==> src/rtl/int_alu_pkg.sv <==
package int_alu_pkg;

  localparam int unsigned OP_W = 4;

  typedef enum logic [OP_W-1:0] {
    OP_ADD   = 4'd0,
    OP_SLL   = 4'd1,
    OP_SLT   = 4'd2,
    OP_XOR   = 4'd4,
    OP_SRL   = 4'd5,
    OP_OR    = 4'd6,
    OP_AND   = 4'd7,
    OP_MULLO = 4'd8,
    OP_MULHS = 4'd9,
    OP_MULHU = 4'd11,
    OP_SUB   = 4'd12,
    OP_SRA   = 4'd13,
    OP_PASSB = 4'd15
  } alu_op_e;

endpackage

==> src/rtl/int_alu_addsub.sv <==
module int_alu_addsub #(
  parameter int unsigned WIDTH = 32
) (
  input  logic [WIDTH-1:0] a,
  input  logic [WIDTH-1:0] b,
  input  logic             sub,
  output logic [WIDTH-1:0] sum,
  output logic             lt_signed
);

  logic [WIDTH:0]   full_unused;
  logic [WIDTH-1:0] b_eff;

  assign b_eff       = b ^ {WIDTH{sub}};
  assign full_unused = {1'b0, a} + {1'b0, b_eff} + {{WIDTH{1'b0}}, sub};
  assign sum         = full_unused[WIDTH-1:0];

  // Valid when sub is set: differing signs decide directly, else the difference sign.
  assign lt_signed = (a[WIDTH-1] ^ b[WIDTH-1]) ? a[WIDTH-1] : sum[WIDTH-1];

endmodule

==> src/rtl/int_alu_shift.sv <==
module int_alu_shift #(
  parameter int unsigned WIDTH = 32,
  localparam int unsigned SH_W = $clog2(WIDTH)
) (
  input  logic [WIDTH-1:0] a,
  input  logic [SH_W-1:0]  shamt,
  input  logic             left,
  input  logic             arith,
  output logic [WIDTH-1:0] out
);

  logic [WIDTH-1:0]        rev_in;
  logic [WIDTH-1:0]        rev_out;
  logic [WIDTH-1:0]        src;
  logic [WIDTH-1:0]        right;
  logic                    fill;
  logic signed [WIDTH:0]   ext;
  logic signed [WIDTH:0]   shifted_unused;

  generate
    for (genvar i = 0; i < WIDTH; i++) begin : g_rev
      assign rev_in[i]  = a[WIDTH-1-i];
      assign rev_out[i] = right[WIDTH-1-i];
    end
  endgenerate

  assign src            = left ? rev_in : a;
  assign fill           = arith & ~left & a[WIDTH-1];
  assign ext            = {fill, src};
  assign shifted_unused = ext >>> shamt;
  assign right          = shifted_unused[WIDTH-1:0];
  assign out            = left ? rev_out : right;

endmodule

==> src/rtl/int_alu_mul.sv <==
module int_alu_mul #(
  parameter int unsigned WIDTH = 32
) (
  input  logic [WIDTH-1:0] a,
  input  logic [WIDTH-1:0] b,
  input  logic             sgn,
  input  logic             high,
  output logic [WIDTH-1:0] out
);

  logic signed [WIDTH:0]     ea;
  logic signed [WIDTH:0]     eb;
  logic signed [2*WIDTH+1:0] prod_unused;

  assign ea          = {sgn & a[WIDTH-1], a};
  assign eb          = {sgn & b[WIDTH-1], b};
  assign prod_unused = ea * eb;
  assign out         = high ? prod_unused[2*WIDTH-1:WIDTH] : prod_unused[WIDTH-1:0];

endmodule

==> src/rtl/int_alu.sv <==
module int_alu
  import int_alu_pkg::*;
#(
  parameter int unsigned WIDTH = 32,
  localparam int unsigned SH_W = $clog2(WIDTH)
) (
  input  logic [WIDTH-1:0] opnd_a,
  input  logic [WIDTH-1:0] opnd_b,
  input  logic [OP_W-1:0]  op_sel,
  output logic [WIDTH-1:0] result
);

  logic             do_sub;
  logic [WIDTH-1:0] as_sum;
  logic             as_lt;
  logic             sh_left;
  logic             sh_arith;
  logic [WIDTH-1:0] sh_out;
  logic             mul_sgn;
  logic             mul_high;
  logic [WIDTH-1:0] mul_out;

  assign do_sub   = (op_sel == OP_SUB) || (op_sel == OP_SLT);
  assign sh_left  = (op_sel == OP_SLL);
  assign sh_arith = (op_sel == OP_SRA);
  assign mul_sgn  = (op_sel == OP_MULHS);
  assign mul_high = (op_sel == OP_MULHS) || (op_sel == OP_MULHU);

  int_alu_addsub #(.WIDTH(WIDTH)) u_addsub (
    .a(opnd_a), .b(opnd_b), .sub(do_sub), .sum(as_sum), .lt_signed(as_lt)
  );

  int_alu_shift #(.WIDTH(WIDTH)) u_shift (
    .a(opnd_a), .shamt(opnd_b[SH_W-1:0]), .left(sh_left), .arith(sh_arith), .out(sh_out)
  );

  int_alu_mul #(.WIDTH(WIDTH)) u_mul (
    .a(opnd_a), .b(opnd_b), .sgn(mul_sgn), .high(mul_high), .out(mul_out)
  );

  always_comb begin
    case (op_sel)
      OP_ADD, OP_SUB:              result = as_sum;
      OP_SLT:                      result = {{(WIDTH-1){1'b0}}, as_lt};
      OP_SLL, OP_SRL, OP_SRA:      result = sh_out;
      OP_XOR:                      result = opnd_a ^ opnd_b;
      OP_OR:                       result = opnd_a | opnd_b;
      OP_AND:                      result = opnd_a & opnd_b;
      OP_MULLO, OP_MULHS, OP_MULHU: result = mul_out;
      OP_PASSB:                    result = opnd_b;
      default:                     result = '0;
    endcase
  end

endmodule

==> config.mk <==
export PLATFORM = sky130hd
export DESIGN_NAME = int_alu
export DESIGN_NICKNAME = d
export VERILOG_FILES = /design/src/rtl/int_alu_pkg.sv /design/src/rtl/int_alu_addsub.sv /design/src/rtl/int_alu_shift.sv /design/src/rtl/int_alu_mul.sv /design/src/rtl/int_alu.sv
export SDC_FILE = /design/constraint.sdc
export NUM_CORES = 2
export LEC_CHECK = 0
export BUFFER_PORTS_ARGS = -buffer_cell sky130_fd_sc_hd__buf_2
export CAP_MARGIN = 0
export CORE_ASPECT_RATIO = 0.7
export CORE_UTILIZATION = 64
export DETAILED_ROUTE_END_ITERATION = 8
export PLACE_DENSITY = 0.81
export SYNTH_ARGS = -nofsm -noshare
export SYNTH_HDL_FRONTEND = slang
export SYNTH_SLANG_ARGS = --single-unit
==> constraint.sdc <==
create_clock -name vclk -period 10.6
set_input_delay 0.53 -clock vclk [all_inputs]
set_output_delay 0.53 -clock vclk [all_outputs]
set_load 0.005 [all_outputs]
==> flow_metrics.tcl <==
set metrics [dict create \
    status "finished with violations" \
    violations "design-rule violations" \
    synth.largest_area_cell "fa_1" \
    vias 39141 \
    track_usage_pct 53.5 \
    fin_crit_sh_pct 97.3 \
    synthesis.area_um2 44000 \
    vias_per_cell 6.43 \
    mostFrequentLayoutCells "1216 x inv_1, 1125 x fa_1, 848 x nand2_1, 422 x nor2_1, 306 x ha_1" \
    cpPeakStageDelay_ns 0.80 \
    routedWlPerCell_um 30.0 \
    seqCellArea_um2 0 \
    drive_above_1_share_pct 6.88 \
    yosysSeqAreaShare_pct 0 \
    grt_overflow 0 \
    cp-end-kind "primary output" \
    start_util_pct 64.7 \
    worstSetupPathType "input pin to primary output" \
    die_height_um 221 \
    layout_commonest_cell "inv_1" \
    hold_start "op_sel[0]" \
    nets 6678 \
    ys_warn_count 0 \
    cp_slowest_cell "fa_1" \
    slew_violations 0 \
    synth_top_area_share_pct 51.2 \
    setup_viol 0 \
    syn_nets 6694 \
    clkbuf_count 0 \
    synth_area_leaders "fa_1 51%, inv_1 10%, ha_1 8.7%" \
    final_util_pct 67.6 \
    syn_inst 5194 \
    worst_slew_pin_slew_ns 1.14 \
    drc 1 \
    ios 100 \
    worstPathRequired_ns 10.07 \
    die_w_um 316 \
    wl_um 183000 \
    min_path_cells 4 \
    cp.arrival_ns 9.78 \
    initialDrtViolationCount 4840 \
    seq_cells 0 \
    core-area_um2 68100 \
    path_common_cell "fa_1" \
    crit_fanout 24 \
    core.rowCount 80 \
    antenna_found_initial 11 \
    drv_cap 0 \
    hold_end "result[18]" \
    grt_pass1_vias 40518 \
    area_growth_pct 4.44 \
    syn_avg_cell_area_um2 8.48 \
    io_buffers 100 \
    cts_setup_buffers 0 \
    hold_path.class "input pin to primary output" \
    multi_input_area_um2 38200 \
    place_hpwl_um 149000 \
    slew_headroom_pct 21.9 \
    place.gp.congestion 1.13 \
    crit_path_start_kind "input pin" \
    period_needed_ns 10.31 \
    grt_pass1_wl_um 267000 \
    dr.pass1.iters 9 \
    hold_viol_final 0 \
    die_area_um2 69900 \
    ant_nets 0 \
    synthDistinctLibCells 79 \
    nFillCells 5222 \
    timing.fmax_mhz 97.0 \
    grt_max_degree 60 \
]
==> critical path, delay by kind of cell <==
family | cells | cell delay, ns
adder cells (fa/ha/maj) | 9 | 5.07
buffers and inverters | 8 | 1.35
AND/OR/NAND/NOR | 4 | 0.78
AO/OA/AOI/OAI | 8 | 2.01
==> cell type report <==
cell class         instances  area share, %
diodes                     6         0.0326
inverters               1242           10.2
multi-input cells       3639           83.0
repair buffers           295           4.39
well taps                902           2.45
==> cells by family after synthesis <==
group	after synthesis	share of synthesized area, %
muxes	96	2.95
and+or+nand+nor	1456	13.4
AOI/OAI and AO/OA	533	7.97
adders and majority gates	1432	59.9
buffers and inverters	1555	13.4
xor gates and xnor gates	122	2.43
==> worst max path at each step <==
stage	depth (start not counted)	start	endpoint	slack [ns]
4_1_cts	29	op_sel[3]	result[31]	0.31
6_report	29	op_sel[3]	result[31]	0.29
2_1_floorplan	32	opnd_b[1]	result[30]	1.39
3_3_place_gp	29	op_sel[3]	result[31]	0.43
3_5_place_dp	29	op_sel[3]	result[31]	0.35
5_1_grt	29	op_sel[2]	result[31]	-0.003
==> per-layer routing <==
layer / up-vias / track usage [%] / share of wire [%]
met1: 19293 / 70.6 / 36
met4: 12 / 29.0 / 7.6
met5: - / 3.65 / 0.21
met2: 3517 / 71.1 / 39
li1: 15462 / - / -
met3: 857 / 26.5 / 18
==> repair_timing <==
action | in CTS | in global routing
gates resized for setup | 0 | 6
hold buffers | 0 | 0
endpoints found under the setup margin | 0 | 5
==> Yosys cell counts, drive strengths merged (19+ instances only) <==
library cell  count
a21oi           151
clkbuf          235
and3             20
and2             31
mux2i            63
a221oi           37
buf              78
nand3            36
mux4             24
o21ai           116
a211oi           19
ha              306
inv            1228
nand2           849
a21o             41
o211ai           22
fa             1126
xnor2            87
nor2            424
xor2             35
nand4            28
==> stage by stage <==
| stage | instances | cell area [um2] | hold slack (ns) | TNS [ns] | worst slack [ns] |
|---|---|---|---|---|---|
| floorplan | 5194 | 44000 | 1.20 | 0 | 1.39 |
| global placement | 6078 | 46000 | 1.71 | 0 | 0.427 |
| detailed placement | 6078 | 46000 | 1.69 | 0 | 0.355 |
| CTS | 6078 | 46000 | 1.69 | 0 | 0.310 |
| global route | 6080 | 46000 | 1.72 | -0.00336 | -0.00336 |
| finish | 6084 | 46000 | 1.69 | 0 | 0.290 |
Power is left out: the tool's default activity adds up to more than one toggle a clock period on the data nets, which glitch-free logic cannot reach.
